--- config.mk ---
export PLATFORM = sky130hd
export DESIGN_NAME = lat_addr_seq
export DESIGN_NICKNAME = d
export VERILOG_FILES = /design/src/rtl/lat_addr_pkg.sv /design/src/rtl/lat_addr_rsel.sv /design/src/rtl/lat_addr_ctrl.sv /design/src/rtl/lat_addr_dp.sv /design/src/rtl/lat_addr_seq.sv
export SDC_FILE = /design/constraint.sdc
export NUM_CORES = 1
export LEC_CHECK = 0
export ABC_AREA = 0
export BUFFER_PORTS_ARGS = -buffer_cell sky130_fd_sc_hd__buf_2
export CAP_MARGIN = 20
export CORE_UTILIZATION = 40
export DETAILED_ROUTE_END_ITERATION = 8
export PLACE_DENSITY_LB_ADDON = 0.12
export SYNTH_ARGS = -nofsm -noshare
export SYNTH_HDL_FRONTEND = slang
export SYNTH_HIERARCHICAL = 1
export SYNTH_SLANG_ARGS = --single-unit
export TNS_END_PERCENT = 30
--- constraint.sdc ---
create_clock -name clk -period 1.8 [get_ports clk]
set_input_delay 0 -clock clk [delete_from_list [all_inputs] [get_ports clk]]
set_output_delay 0 -clock clk [all_outputs]
set_load 0.02 [all_outputs]
--- src/rtl/lat_addr_pkg.sv ---
package lat_addr_pkg;

  typedef enum logic [1:0] {
    ST_IDLE = 2'd0,
    ST_ADDR = 2'd1,
    ST_WAIT = 2'd2,
    ST_RDY  = 2'd3
  } seqState_t;

  // Strobes from the control section to the datapath
  typedef struct packed {
    logic loadAddr;  // capture request, put upper byte on bus
    logic putMid;    // put address middle byte on bus
    logic putLow;    // put address lower byte on bus
    logic putWdata;  // put write byte on bus
    logic capture;   // take read byte from bus
  } dpCtl_t;

endpackage

--- src/rtl/lat_addr_rsel.sv ---
module lat_addr_rsel #(
  parameter int NUM_RANGES = 4
) (
  input  logic [NUM_RANGES-1:0] rangeHit,
  input  logic [NUM_RANGES-1:0] rangeEn,
  input  logic [NUM_RANGES-1:0] rangeCsSel,
  output logic                  anyHit,
  output logic                  csPick
);

  logic [NUM_RANGES-1:0] match;
  logic [NUM_RANGES-1:0] firstHot;
  logic [NUM_RANGES:0]   seen;

  assign match   = rangeHit & rangeEn;
  assign seen[0] = 1'b0;

  // Ripple priority: lowest index wins
  for (genvar gi = 0; gi < NUM_RANGES; gi++) begin : g_prio
    assign firstHot[gi]  = match[gi] & ~seen[gi];
    assign seen[gi + 1]  = seen[gi] | match[gi];
  end

  assign anyHit = seen[NUM_RANGES];
  assign csPick = |(firstHot & rangeCsSel);

endmodule

--- src/rtl/lat_addr_ctrl.sv ---
module lat_addr_ctrl
  import lat_addr_pkg::*;
#(
  parameter int WAIT_W     = 4,
  parameter int BASE_WAIT  = 12,
  parameter int STROBE_GAP = 2
) (
  input  logic              clk,
  input  logic              rst,
  input  logic              reqValid,
  input  logic              reqWrite,
  input  logic              anyHit,
  input  logic              csPick,
  input  logic [WAIT_W-1:0] waitCount,
  input  logic              busRdy,
  output dpCtl_t            dpCtl,
  output logic [2:0]        latStb,
  output logic [1:0]        chipSel,
  output logic              rdStb,
  output logic              wrStb,
  output logic              busOe,
  output logic              done
);

  localparam int PH_STB2 = STROBE_GAP;
  localparam int PH_MID  = 2 * STROBE_GAP;
  localparam int PH_STB1 = 3 * STROBE_GAP;
  localparam int PH_LOW  = 4 * STROBE_GAP;
  localparam int PH_STB0 = 5 * STROBE_GAP;
  localparam int PH_DATA = 6 * STROBE_GAP;
  localparam int PH_CS   = PH_DATA + 1;
  localparam int PH_W    = $clog2(PH_CS + 1);
  localparam int CNT_W   = $clog2(BASE_WAIT + (1 << WAIT_W));

  seqState_t        state;
  logic [PH_W-1:0]  phase;
  logic [CNT_W-1:0] waitCnt;
  logic             isWrite;
  logic             csBit;
  logic             start;

  assign start = reqValid && anyHit;

  always_comb begin
    dpCtl = '0;
    unique case (state)
      ST_IDLE: dpCtl.loadAddr = start;
      ST_ADDR: begin
        dpCtl.putMid   = (phase == PH_W'(PH_MID));
        dpCtl.putLow   = (phase == PH_W'(PH_LOW));
        dpCtl.putWdata = (phase == PH_W'(PH_DATA)) && isWrite;
      end
      ST_RDY:  dpCtl.capture = busRdy && !isWrite;
      default: dpCtl = '0;
    endcase
  end

  always_ff @(posedge clk) begin
    if (rst) begin
      state   <= ST_IDLE;
      phase   <= '0;
      waitCnt <= '0;
      isWrite <= 1'b0;
      csBit   <= 1'b0;
      latStb  <= '0;
      chipSel <= '0;
      rdStb   <= 1'b0;
      wrStb   <= 1'b0;
      busOe   <= 1'b0;
      done    <= 1'b0;
    end else begin
      done <= 1'b0;
      unique case (state)
        ST_IDLE: begin
          if (start) begin
            state   <= ST_ADDR;
            phase   <= PH_W'(1);
            isWrite <= reqWrite;
            csBit   <= csPick;
            waitCnt <= CNT_W'(BASE_WAIT) + CNT_W'(waitCount);
            busOe   <= 1'b1;
          end
        end
        ST_ADDR: begin
          phase <= phase + PH_W'(1);
          if (phase == PH_W'(PH_STB2)) latStb[2] <= 1'b1;
          if (phase == PH_W'(PH_STB1)) latStb[1] <= 1'b1;
          if (phase == PH_W'(PH_STB0)) latStb[0] <= 1'b1;
          if (phase == PH_W'(PH_DATA) && !isWrite) busOe <= 1'b0;
          if (phase == PH_W'(PH_CS)) begin
            chipSel <= csBit ? 2'b10 : 2'b01;
            rdStb   <= !isWrite;
            wrStb   <= isWrite;
            state   <= ST_WAIT;
          end
        end
        ST_WAIT: begin
          if (waitCnt <= CNT_W'(1)) state <= ST_RDY;
          else waitCnt <= waitCnt - CNT_W'(1);
        end
        ST_RDY: begin
          if (busRdy) begin
            done    <= 1'b1;
            latStb  <= '0;
            chipSel <= '0;
            rdStb   <= 1'b0;
            wrStb   <= 1'b0;
            busOe   <= 1'b0;
            phase   <= '0;
            state   <= ST_IDLE;
          end
        end
        default: state <= ST_IDLE;
      endcase
    end
  end

endmodule

--- src/rtl/lat_addr_dp.sv ---
module lat_addr_dp
  import lat_addr_pkg::*;
#(
  parameter int ADDR_W = 28,
  parameter int LOW_W  = 20,
  parameter int DATA_W = 8
) (
  input  logic              clk,
  input  logic              rst,
  input  dpCtl_t            dpCtl,
  input  logic [ADDR_W-1:0] reqAddr,
  input  logic [DATA_W-1:0] reqWdata,
  input  logic [DATA_W-1:0] busDin,
  output logic [LOW_W-1:0]  busAddr,
  output logic [DATA_W-1:0] busDout,
  output logic [DATA_W-1:0] rdData
);

  localparam int TOP_HI = ADDR_W - 1;
  localparam int MID_HI = LOW_W - 1;
  localparam int LOW_HI = LOW_W - DATA_W - 1;

  logic [DATA_W-1:0] midByte;
  logic [DATA_W-1:0] lowByte;
  logic [DATA_W-1:0] wdReg;

  always_ff @(posedge clk) begin
    if (rst) begin
      busAddr <= '0;
      busDout <= '0;
      rdData  <= '0;
      midByte <= '0;
      lowByte <= '0;
      wdReg   <= '0;
    end else begin
      if (dpCtl.loadAddr) begin
        busAddr <= reqAddr[LOW_W-1:0];
        busDout <= reqAddr[TOP_HI -: DATA_W];
        midByte <= reqAddr[MID_HI -: DATA_W];
        lowByte <= reqAddr[LOW_HI -: DATA_W];
        wdReg   <= reqWdata;
      end
      if (dpCtl.putMid)   busDout <= midByte;
      if (dpCtl.putLow)   busDout <= lowByte;
      if (dpCtl.putWdata) busDout <= wdReg;
      if (dpCtl.capture)  rdData  <= busDin;
    end
  end

endmodule

--- src/rtl/lat_addr_seq.sv ---
module lat_addr_seq
  import lat_addr_pkg::*;
#(
  parameter int NUM_RANGES = 4,
  parameter int ADDR_W     = 28,
  parameter int LOW_W      = 20,
  parameter int DATA_W     = 8,
  parameter int WAIT_W     = 4,
  parameter int BASE_WAIT  = 12
) (
  input  logic                  clk,
  input  logic                  rst,
  input  logic                  reqValid,
  input  logic                  reqWrite,
  input  logic [ADDR_W-1:0]     reqAddr,
  input  logic [DATA_W-1:0]     reqWdata,
  input  logic [NUM_RANGES-1:0] rangeHit,
  input  logic [NUM_RANGES-1:0] rangeEn,
  input  logic [NUM_RANGES-1:0] rangeCsSel,
  input  logic [WAIT_W-1:0]     waitCount,
  input  logic                  busRdy,
  input  logic [DATA_W-1:0]     busDin,
  output logic [DATA_W-1:0]     busDout,
  output logic                  busOe,
  output logic [LOW_W-1:0]      busAddr,
  output logic [2:0]            latStb,
  output logic [1:0]            chipSel,
  output logic                  rdStb,
  output logic                  wrStb,
  output logic                  done,
  output logic [DATA_W-1:0]     rdData
);

  dpCtl_t dpCtl;
  logic   anyHit;
  logic   csPick;

  lat_addr_rsel #(.NUM_RANGES(NUM_RANGES)) u_rsel (
    .rangeHit  (rangeHit),
    .rangeEn   (rangeEn),
    .rangeCsSel(rangeCsSel),
    .anyHit    (anyHit),
    .csPick    (csPick)
  );

  lat_addr_ctrl #(
    .WAIT_W   (WAIT_W),
    .BASE_WAIT(BASE_WAIT)
  ) u_ctrl (
    .clk      (clk),
    .rst      (rst),
    .reqValid (reqValid),
    .reqWrite (reqWrite),
    .anyHit   (anyHit),
    .csPick   (csPick),
    .waitCount(waitCount),
    .busRdy   (busRdy),
    .dpCtl    (dpCtl),
    .latStb   (latStb),
    .chipSel  (chipSel),
    .rdStb    (rdStb),
    .wrStb    (wrStb),
    .busOe    (busOe),
    .done     (done)
  );

  lat_addr_dp #(
    .ADDR_W(ADDR_W),
    .LOW_W (LOW_W),
    .DATA_W(DATA_W)
  ) u_dp (
    .clk     (clk),
    .rst     (rst),
    .dpCtl   (dpCtl),
    .reqAddr (reqAddr),
    .reqWdata(reqWdata),
    .busDin  (busDin),
    .busAddr (busAddr),
    .busDout (busDout),
    .rdData  (rdData)
  );

endmodule

==> results of run 1 <==
==> area by class of cell <==
| cell class | instances | area [um2] |
|---|---|---|
| multi-input cells | 245 | 1840 |
| fillers | 690 | 2910 |
| clock buffers | 10 | 138 |
| well taps | 102 | 128 |
| clock inverters | 6 | 114 |
| inverters | 18 | 67.6 |
| flip-flops and latches | 66 | 1330 |
| repair buffers | 181 | 1240 |
==> worst paths after layout <==
check,to,slack (ns),cells past startpoint
setup / recovery,u_dp/busDout[2],0.002,9
hold reg to reg,u_ctrl/latStb[1],0.48,2
setup reg to reg,u_dp/busDout[2],0.002,9
hold / removal,u_ctrl/waitCnt[1],0.01,5
==> power breakdown <==
part           leakage, nW  internal, mW  switching, mW
Clock                0.119         0.960          0.596
Combinational         1.50          1.31           1.26
Sequential           0.540          1.71          0.183
Total                 2.16          3.98           2.04
==> cell families after synthesis <==
family,synth area share
multiplexers,0.189
AO/OA/AOI/OAI,0.125
adder cells (fa/ha/maj),0.0425
flip-flops,0.408
buffers and inverters,0.0669
AND/OR/NAND/NOR,0.169
==> layout by cell type (no fill, tap or decap), drive strengths merged, types with 10 or more instances in the layout <==
master | netlist | routed
clkbuf | 7 | 10
nand2 | 17 | 17
dlygate4sd3 | 0 | 40
a21oi | 24 | 24
dfxtp | 66 | 66
mux2i | 52 | 52
nor2 | 65 | 65
buf | 15 | 141
ha | 11 | 11
inv | 18 | 18
==> per-stage QoR <==
step	util	hold slack [ns]	std cells	instance area (um2)	TNS, ns
floorplan	-	0.147	351	3240	-0.00793
detailed placement	0.513	0.245	566	3990	-1.34
finish	0.625	0.0137	628	4850	0
global route	0.625	0.0397	628	4850	-0.147
global placement	0.513	0.234	566	3990	-0.893
CTS	0.608	0.00910	624	4720	-0.112
==> registers in the layout, indices dropped and copies added, names as in the netlist, 2 cells and up <==
signal          count
u_dp/rdData         8
u_dp/busDout        8
u_ctrl/latStb       3
u_dp/busAddr       19
u_ctrl/waitCnt      5
u_ctrl/chipSel      2
u_dp/wdReg          8
u_ctrl/phase        4
u_ctrl/state        2
==> layer usage <==
layer / part of all wire / routed length (um) / global-route usage / up-vias
li1: - / - / - / 1557
met3: 0.045 / 390 / 0.0564 / 8
met1: 0.47 / 4100 / 0.263 / 1448
met5: 0 / 0 / 0 / -
met2: 0.47 / 4060 / 0.335 / 94
met4: 0.0096 / 83 / 0.0599 / 0
==> repair_timing <==
action | in CTS | in global routing
gates resized for setup | 11 | 30
pin swaps | 3 | 14
cloned | 2 | 1
setup buffers | 1 | 3
hold buffers | 39 | 1
hold endpoints to repair | 39 | 1
endpoints found under the setup margin | 11 | 38
==> critical path, cell delays in order (launching register included) <==
cell and delay [ns]:
dfxtp_2 0.33, inv_2 0.06, buf_6 0.10, ha_4 0.14, buf_6 0.10, and3_4 0.24
buf_12 0.14, mux2_4 0.30, mux2i_1 0.18, a21oi_1 0.09
==> impl_metrics.yaml, run 1 <==
global_routing:
  overflow: 0
  grt_antenna_before_repair: 0
  grt_start_max_net_pins: 33
  grt_first_pass_wirelength_um: 13700
  track_usage: 0.205
  grt_pass1_vias: 2884
sta:
  period_share: 0.999
  layout_min_cycle_time_ns: 1.80
  fin_ws_ns: 0.00223
  max_slew_margin: 0.579
  setup_viol_count_final: 0
  drv_slew: 0
  worstMarginPinSlew_ns: 0.631
  fin_skew_ns: 0.00657
  fmax_mhz: 556
  hold_viol: 0
  rsz0062_at_grt: "yes"
floorplan:
  die_y_um: 92.0
  io_pins: 110
  die_x_um: 92.0
  num_rows: 32
  core-area_mm2: 0.00777
  initial_core_util: 0.417
  die-area_mm2: 0.00846
cts:
  cts_buffers: 9
  htree_levels: 3
  clk_pin_slew_ns: 0.08
  cts.sinks: 66
  clockBufferDepth: 2
  root_buffer: "clkbuf_8"
  clk_latency_ns: 0.34
  cts_tree: "yes"
synthesis:
  synth_edf_count: 0
  synthFlopType: "dfxtp_1"
  yosysTopAreaCell: "dfxtp_1"
  netlist_area_mm2: 0.00324
  yosysMostFrequentCell: "dfxtp_1"
  ys_ff_latch: 66
  synth_cells: 351
  synth_cell_types: 50
  avgSynthCellArea_um2: 9.22
  yosys_warnings: 6
  synth-async-reset-ratio: 0
  ys_seq_area_frac: 0.408
  yosysTopAreaCellShare: 0.408
  synthTopCellsByArea: "dfxtp_1, mux2i_1, nor2_1"
  syn_nets: 427
  synth_top_cells_by_count: "dfxtp_1, nor2_1, mux2i_1, a21oi_1, inv_1"
run_status:
  status: "completed"
placement:
  gp_congestion: 0.805
  dp.final_hpwl_um: 5620
  portBuffers: 109
  place_ws_ns: -0.160
routing:
  drc: 0
  drt_iter0_markers: 109
  final_antenna_net_count: 0
  vias: 3107
  viasPerCell: 4.95
  wire_per_inst_um: 13.7
  dr.pass1.iters: 5
  route.final.wire_length_um: 8630
setup_path:
  cp_max_fo: 5
  critPathKind: "flop to flop"
  cp.arrival_ns: 2.01
  r2r_start: "u_ctrl/state[1]"
  startpoint_type: "flop"
  critical_path_required_ns: 2.01
  crit_start: "u_ctrl/state[1]"
  cp-end-kind: "flop"
finish:
  drive_above_1_share: 0.371
  fin_nets: 597
  antennaDiodeCount: 0
  syn_to_final_growth_pct: 50.0
power:
  ir_drop_mv: 0.597
  powerDensity_mw_per_mm2: 1240
  power_leakage_nw: 2.16
  power_mw: 6.02
worst_hold_path:
  hold_start: "waitCount[1]"
  hold_class: "input port to flop"
job:
  drv_cap: 0
Note: power is estimated with default switching activity, not from simulation.
==> inputs of run 2 (changes only) <==
- CORE_UTILIZATION: 40 -> 45
==> run 2 against run 1 <==
  * Count of clock-buffer cells in the layout unchanged
  * Critical endpoint is now u_dp/busDout[5]
  * Hold slack improved by 0.0088 ns
  * Global-route usage increased by 2.6 points
==> impl_metrics.yaml, run 2 (synthesis gave the netlist of run 1 again) <==
run_status:
  status: "completed"
global_routing:
  track_usage: 0.231
  grt_first_pass_wirelength_um: 13400
  grt_start_max_net_pins: 27
  grt_pass1_vias: 2957
  grt_antenna_before_repair: 0
  overflow: 0
sta:
  hold_viol: 0
  period_share: 0.988
  drv_slew: 0
  setup_viol_count_final: 0
  max_slew_margin: 0.623
  holdWs_ns: 0.0225
  fmax_mhz: 562
  layout_min_cycle_time_ns: 1.78
  worstMarginPinSlew_ns: 0.563
  rsz0062_at_grt: "yes"
  fin_skew_ns: 0.00744
  fin_tns_setup_ns: 0
  fin_ws_ns: 0.0213
finish:
  layout.cells.most_common: "buf_2"
  syn_to_final_growth_pct: 47.5
  drive_above_1_share: 0.365
  stdcell_area_mm2: 0.00477
  fin_nets: 597
  largest-register: "u_dp/busAddr"
  most-common-layout-cells: "buf_2, nor2_1, dfxtp_1"
  largest_register_ffs: 19
  antennaDiodeCount: 0
floorplan:
  num_rows: 30
  initial_core_util: 0.471
  die-area_mm2: 0.00754
  core-area_mm2: 0.00687
  die_y_um: 86.8
  io_pins: 110
  die_x_um: 86.8
setup_path:
  crit_buf_inv: 3
  r2r_start: "u_ctrl/state[0]"
  crit_start: "u_ctrl/state[0]"
  slowest_stage: "dfxtp_4"
  critPathTopFamily: "multiplexers"
  path_cells: "inv_4 > ha_4 > buf_4 > and3_4 > clkbuf_16 > mux2_2 > mux2i_1 > a21oi_1"
  critical_path_required_ns: 2.01
  cp_max_fo: 5
  max_stage_delay_ns: 0.36
  critPathKind: "flop to flop"
  cp.arrival_ns: 1.99
  startpoint_type: "flop"
  cp-end-kind: "flop"
routing:
  vias: 3076
  drt_iter0_markers: 127
  wire_per_inst_um: 13.8
  viasPerCell: 4.95
  final_antenna_net_count: 0
  dr.pass1.iters: 4
  drc: 0
  route.final.wire_length_um: 8580
power:
  powerDensity_mw_per_mm2: 1200
  power_leakage_nw: 2.13
  ir_drop_mv: 0.670
  power_mw: 5.74
placement:
  post_dp_cell_area_mm2: 0.00398
  portBuffers: 109
  place_ws_ns: -0.133
  dp.final_hpwl_um: 5580
  gp_congestion: 0.819
cts:
  cts_tree: "yes"
  cts_buffers: 9
  cts.sinks: 66
  clockBufferDepth: 2
  clk_latency_ns: 0.35
  root_buffer: "clkbuf_8"
  htree_levels: 3
  clk_pin_slew_ns: 0.07
worst_hold_path:
  hold_class: "input port to flop"
  hold_start: "waitCount[1]"
job:
  drv_cap: 0
[run 2: changes by cell type in the layout (fill, tap and decap cells not counted), sizes merged]
cell	before	now
buf	141	139
bufbuf	0	1
bufinv	3	2
clkbuf	10	11
clkinv	1	2
clkinvlp	2	1
inv	18	19
[run 2: cell type report]
class,instances,area (um2)
flip-flops and latches,66,1330
fillers,543,2090
well taps,96,120
clock buffers,10,128
repair buffers,181,1250
clock inverters,6,90.1
inverters,18,70.1
multi-input cells,245,1790
[run 2: worst paths after layout]
check | end | slack (ns) | depth (start not counted)
max | u_dp/busDout[5] | 0.02 | 8
min | u_ctrl/waitCnt[1] | 0.02 | 5
max reg2reg | u_dp/busDout[5] | 0.02 | 8
min reg2reg | u_ctrl/latStb[2] | 0.47 | 2
[run 2: through the flow]
| stage | utilization | instances |
|---|---|---|
| 6_report | 0.695 | 622 |
| 5_1_grt | 0.695 | 622 |
| 4_1_cts | 0.678 | 619 |
| 3_5_place_dp | 0.580 | 562 |
| 3_3_place_gp | 0.580 | 562 |
| 2_1_floorplan | - | 351 |
[run 2: tightest hold or removal path, stage by stage]
cell	delay [ns]
buf_2	0.09
inv_1	0.04
mux2i_1	0.05
nor2_1	0.08
a211oi_1	0.05
[run 2: per-layer routing]
metal	track usage	part of all wire	up-vias	wire length [um]
met2	0.374	0.48	87	4160
met1	0.290	0.45	1415	3880
met4	0.130	0.024	0	208
met3	0.0419	0.038	18	324
met5	0	0	-	0
li1	-	-	1556	-
[run 2: power by group]
part	total, mW	internal (mW)	switching (mW)
clock	1.37	0.785	0.589
sequential	1.90	1.72	0.186
combinational	2.47	1.25	1.21
[run 2: what timing repair did]
item / CTS / global route
gates cloned: 1 / 1
setup endpoints to repair: 22 / 27
pin swaps: 1 / 9
endpoints found under the hold margin: 40 / 0
hold buffers: 40 / 0
setup buffers: 0 / 2
resized for setup: 8 / 22
==> inputs of run 3 (changes only) <==
- CELL_PAD_IN_SITES_DETAIL_PLACEMENT: default -> 1
- CELL_PAD_IN_SITES_GLOBAL_PLACEMENT: default -> 1
- CORE_UTILIZATION: 45 -> 33
- SYNTH_HIERARCHICAL: 1 -> default
==> run 3 against run 2 <==
  * Synthesized area increased by 1.6%
  * Register-to-register slack improved by 0.02 ns
  * Count of clock-buffer cells in the layout increased by 2
  * First-iteration DRC count decreased by 41%
  * Final area increased by 1.7%
  * Critical path type unchanged
  * Highest routed layer unchanged
==> impl_metrics.yaml, run 3 <==
finish:
  regArea_mm2: 0.00133
  fin_nets: 624
  layout.cells.most_common: "buf_2"
  multi_input_area_mm2: 0.00186
  largest-register: "u_dp.busAddr"
  drive_above_1_share: 0.326
  stdcell_area_mm2: 0.00485
  stdcell_count: 685
  most-common-layout-cells: "buf_2, dfxtp_1, nor2_1"
  antennaDiodeCount: 0
  syn_to_final_growth_pct: 47.6
  largest_register_ffs: 20
  nFillCells: 1174
sta:
  hold_viol: 0
  fmax_mhz: 569
  worstMarginPinSlew_ns: 0.421
  max_slew_margin: 0.717
  rsz0062_at_grt: "yes"
  fin_skew_ns: 0.00539
  drv_slew: 0
  period_share: 0.976
  layout_min_cycle_time_ns: 1.76
  setup_viol_count_final: 0
synthesis:
  yosysTopAreaCell: "dfxtp_1"
  netlist_area_mm2: 0.00329
  synthFlopType: "dfxtp_1"
  ys_seq_area_frac: 0.402
  ys_ff_latch: 66
  synth-async-reset-ratio: 0
  synth_cells: 380
  yosysMostFrequentCell: "dfxtp_1"
  synthTopCellsByArea: "dfxtp_1, mux2i_1, nor2_1"
  synth_edf_count: 0
  synth_top_cells_by_count: "dfxtp_1, nor2_1, nand2_1, mux2i_1"
  yosysTopAreaCellShare: 0.402
  yosys_warnings: 0
  avgSynthCellArea_um2: 8.66
  synth_cell_types: 52
  syn_nets: 456
global_routing:
  overflow: 0
  grt_antenna_before_repair: 0
  track_usage: 0.212
  grt_start_max_net_pins: 27
  grt_first_pass_wirelength_um: 17000
  grt_pass1_vias: 3558
job:
  drv_cap: 0
placement:
  dp.final_hpwl_um: 7310
  post_dp_cell_area_mm2: 0.00415
  dp.cells: 627
  gp_congestion: 0.835
  portBuffers: 109
setup_path:
  startpoint_type: "flop"
  path_cells: "inv_1 > ha_2 > clkinv_1 > nor3_1 > nor2_1 > a32o_1"
  r2r_start: "u_ctrl.state[1]"
  r2r-end: "u_ctrl.phase[2]"
  cp-end-kind: "flop"
  slowest_stage: "dfxtp_1"
  reg2reg_slack_ns: 0.04
  max_stage_delay_ns: 0.34
  critPathKind: "flop to flop"
  critical_path_required_ns: 2.04
  r2r_cells: 6
  cp.arrival_ns: 1.99
  cp_max_fo: 6
cts:
  clockBufferDepth: 2
  cts.sinks: 66
  cts_tree: "yes"
  root_buffer: "clkbuf_8"
  cts_buffers: 9
  clk_pin_slew_ns: 0.07
  clk_latency_ns: 0.35
  htree_levels: 3
floorplan:
  core-area_mm2: 0.00973
  io_pins: 110
  die_y_um: 102
  initial_core_util: 0.338
  die-area_mm2: 0.0104
  die_x_um: 102
  num_rows: 36
power:
  ir_drop_mv: 0.492
  power_leakage_nw: 2.16
  power_mw: 5.94
  powerDensity_mw_per_mm2: 1220
routing:
  route.final.wire_length_um: 10600
  drt_iter0_markers: 75
  final_antenna_net_count: 0
  wire_per_inst_um: 15.4
  viasPerCell: 5.10
  dr.pass1.iters: 4
  drc: 0
  vias: 3492
worst_hold_path:
  hold-path-endpoint: "u_ctrl.waitCnt[1]"
  hold_class: "input port to flop"
  whs_path_depth: 4
  hold_start: "waitCount[1]"
run_status:
  status: "completed"
run 3: changes by cell type after synthesis, sizes merged, moves of 5 or more:
| cell | before | now |
|---|---|---|
| a311oi | 0 | 9 |
| a31oi | 0 | 5 |
| a32oi | 0 | 7 |
| nand2 | 17 | 36 |
| a21oi | 24 | 17 |
| nor3 | 1 | 12 |
| clkbuf | 7 | 14 |
| nor2 | 65 | 52 |
| a221o | 8 | 0 |
| mux2i | 52 | 35 |
run 3: area by class of cell:
class / instances / share of cell area
Clock inverter: 3 / 0.0134
Tap cell: 133 / 0.0343
Multi-Input combinational cell: 269 / 0.383
Sequential cell: 66 / 0.273
Clock buffer: 12 / 0.0278
Inverter: 19 / 0.0147
Timing Repair Buffer: 183 / 0.254
run 3: metrics by stage:
step | utilization | hold slack (ns) | setup WS, ns | TNS (ns)
6_report | 0.499 | 0.0542 | 0.0423 | 0
5_1_grt | 0.499 | 0.0727 | -0.0443 | -0.109
4_1_cts | 0.492 | 0.0490 | 0.0242 | 0
3_5_place_dp | 0.426 | 0.244 | -0.0179 | -0.0294
3_3_place_gp | 0.426 | 0.233 | 0.0142 | 0
2_1_floorplan | - | 0.136 | 0.0177 | 0
run 3: cell families (layout without fill, tap and decap cells):
group	count (synthesis)	in the layout	synth area share
and+or+nand+nor	129	129	0.175
AOI/OAI and AO/OA	86	86	0.191
DFF	66	66	0.402
buffers and inverters	45	217	0.0563
muxes	43	43	0.134
adders and majority gates	11	11	0.0418
run 3: report_power, final:
group	switching (mW)	internal [mW]
clock	0.562	0.772
sequential	0.214	1.74
combinational	1.44	1.21
run 3: worst max-delay path, delay by kind of cell (launching register included):
kind	cells	cell delay [ns]
simple gates	2	0.46
buf+inv	2	0.29
compound gates	1	0.26
fa+ha+maj	1	0.30
flops	1	0.34
run 3: repair_timing:
| action | CTS | global route |
|---|---|---|
| resized for setup | 4 | 16 |
| pin swaps | 1 | 1 |
| endpoints found under the hold margin | 41 | 0 |
| setup endpoints to repair | 3 | 24 |
| buffers inserted | 0 | 1 |
| hold buffers | 42 | 0 |
run 3: layer usage:
metal  up-vias  share of wire  GRT usage
met5         -              0          0
met4         0          0.014     0.0802
met3        16          0.037     0.0438
met2        63           0.51      0.380
met1      1713           0.43      0.250
li1       1700              -          -
run 3: worst max-delay path by stage:
stage | start | to | slack [ns] | cells past startpoint
2_1_floorplan | u_ctrl.state[1] | u_dp.busDout[0] | 0.02 | 8
3_3_place_gp | u_ctrl.waitCnt[1] | u_ctrl.waitCnt[1] | 0.01 | 6
3_5_place_dp | u_ctrl.state[0] | u_ctrl.waitCnt[1] | -0.02 | 6
4_1_cts | u_ctrl.state[0] | u_dp.busDout[2] | 0.02 | 5
5_1_grt | u_ctrl.state[1] | u_dp.busAddr[3] | -0.04 | 6
6_report | u_ctrl.state[1] | u_ctrl.phase[2] | 0.04 | 6
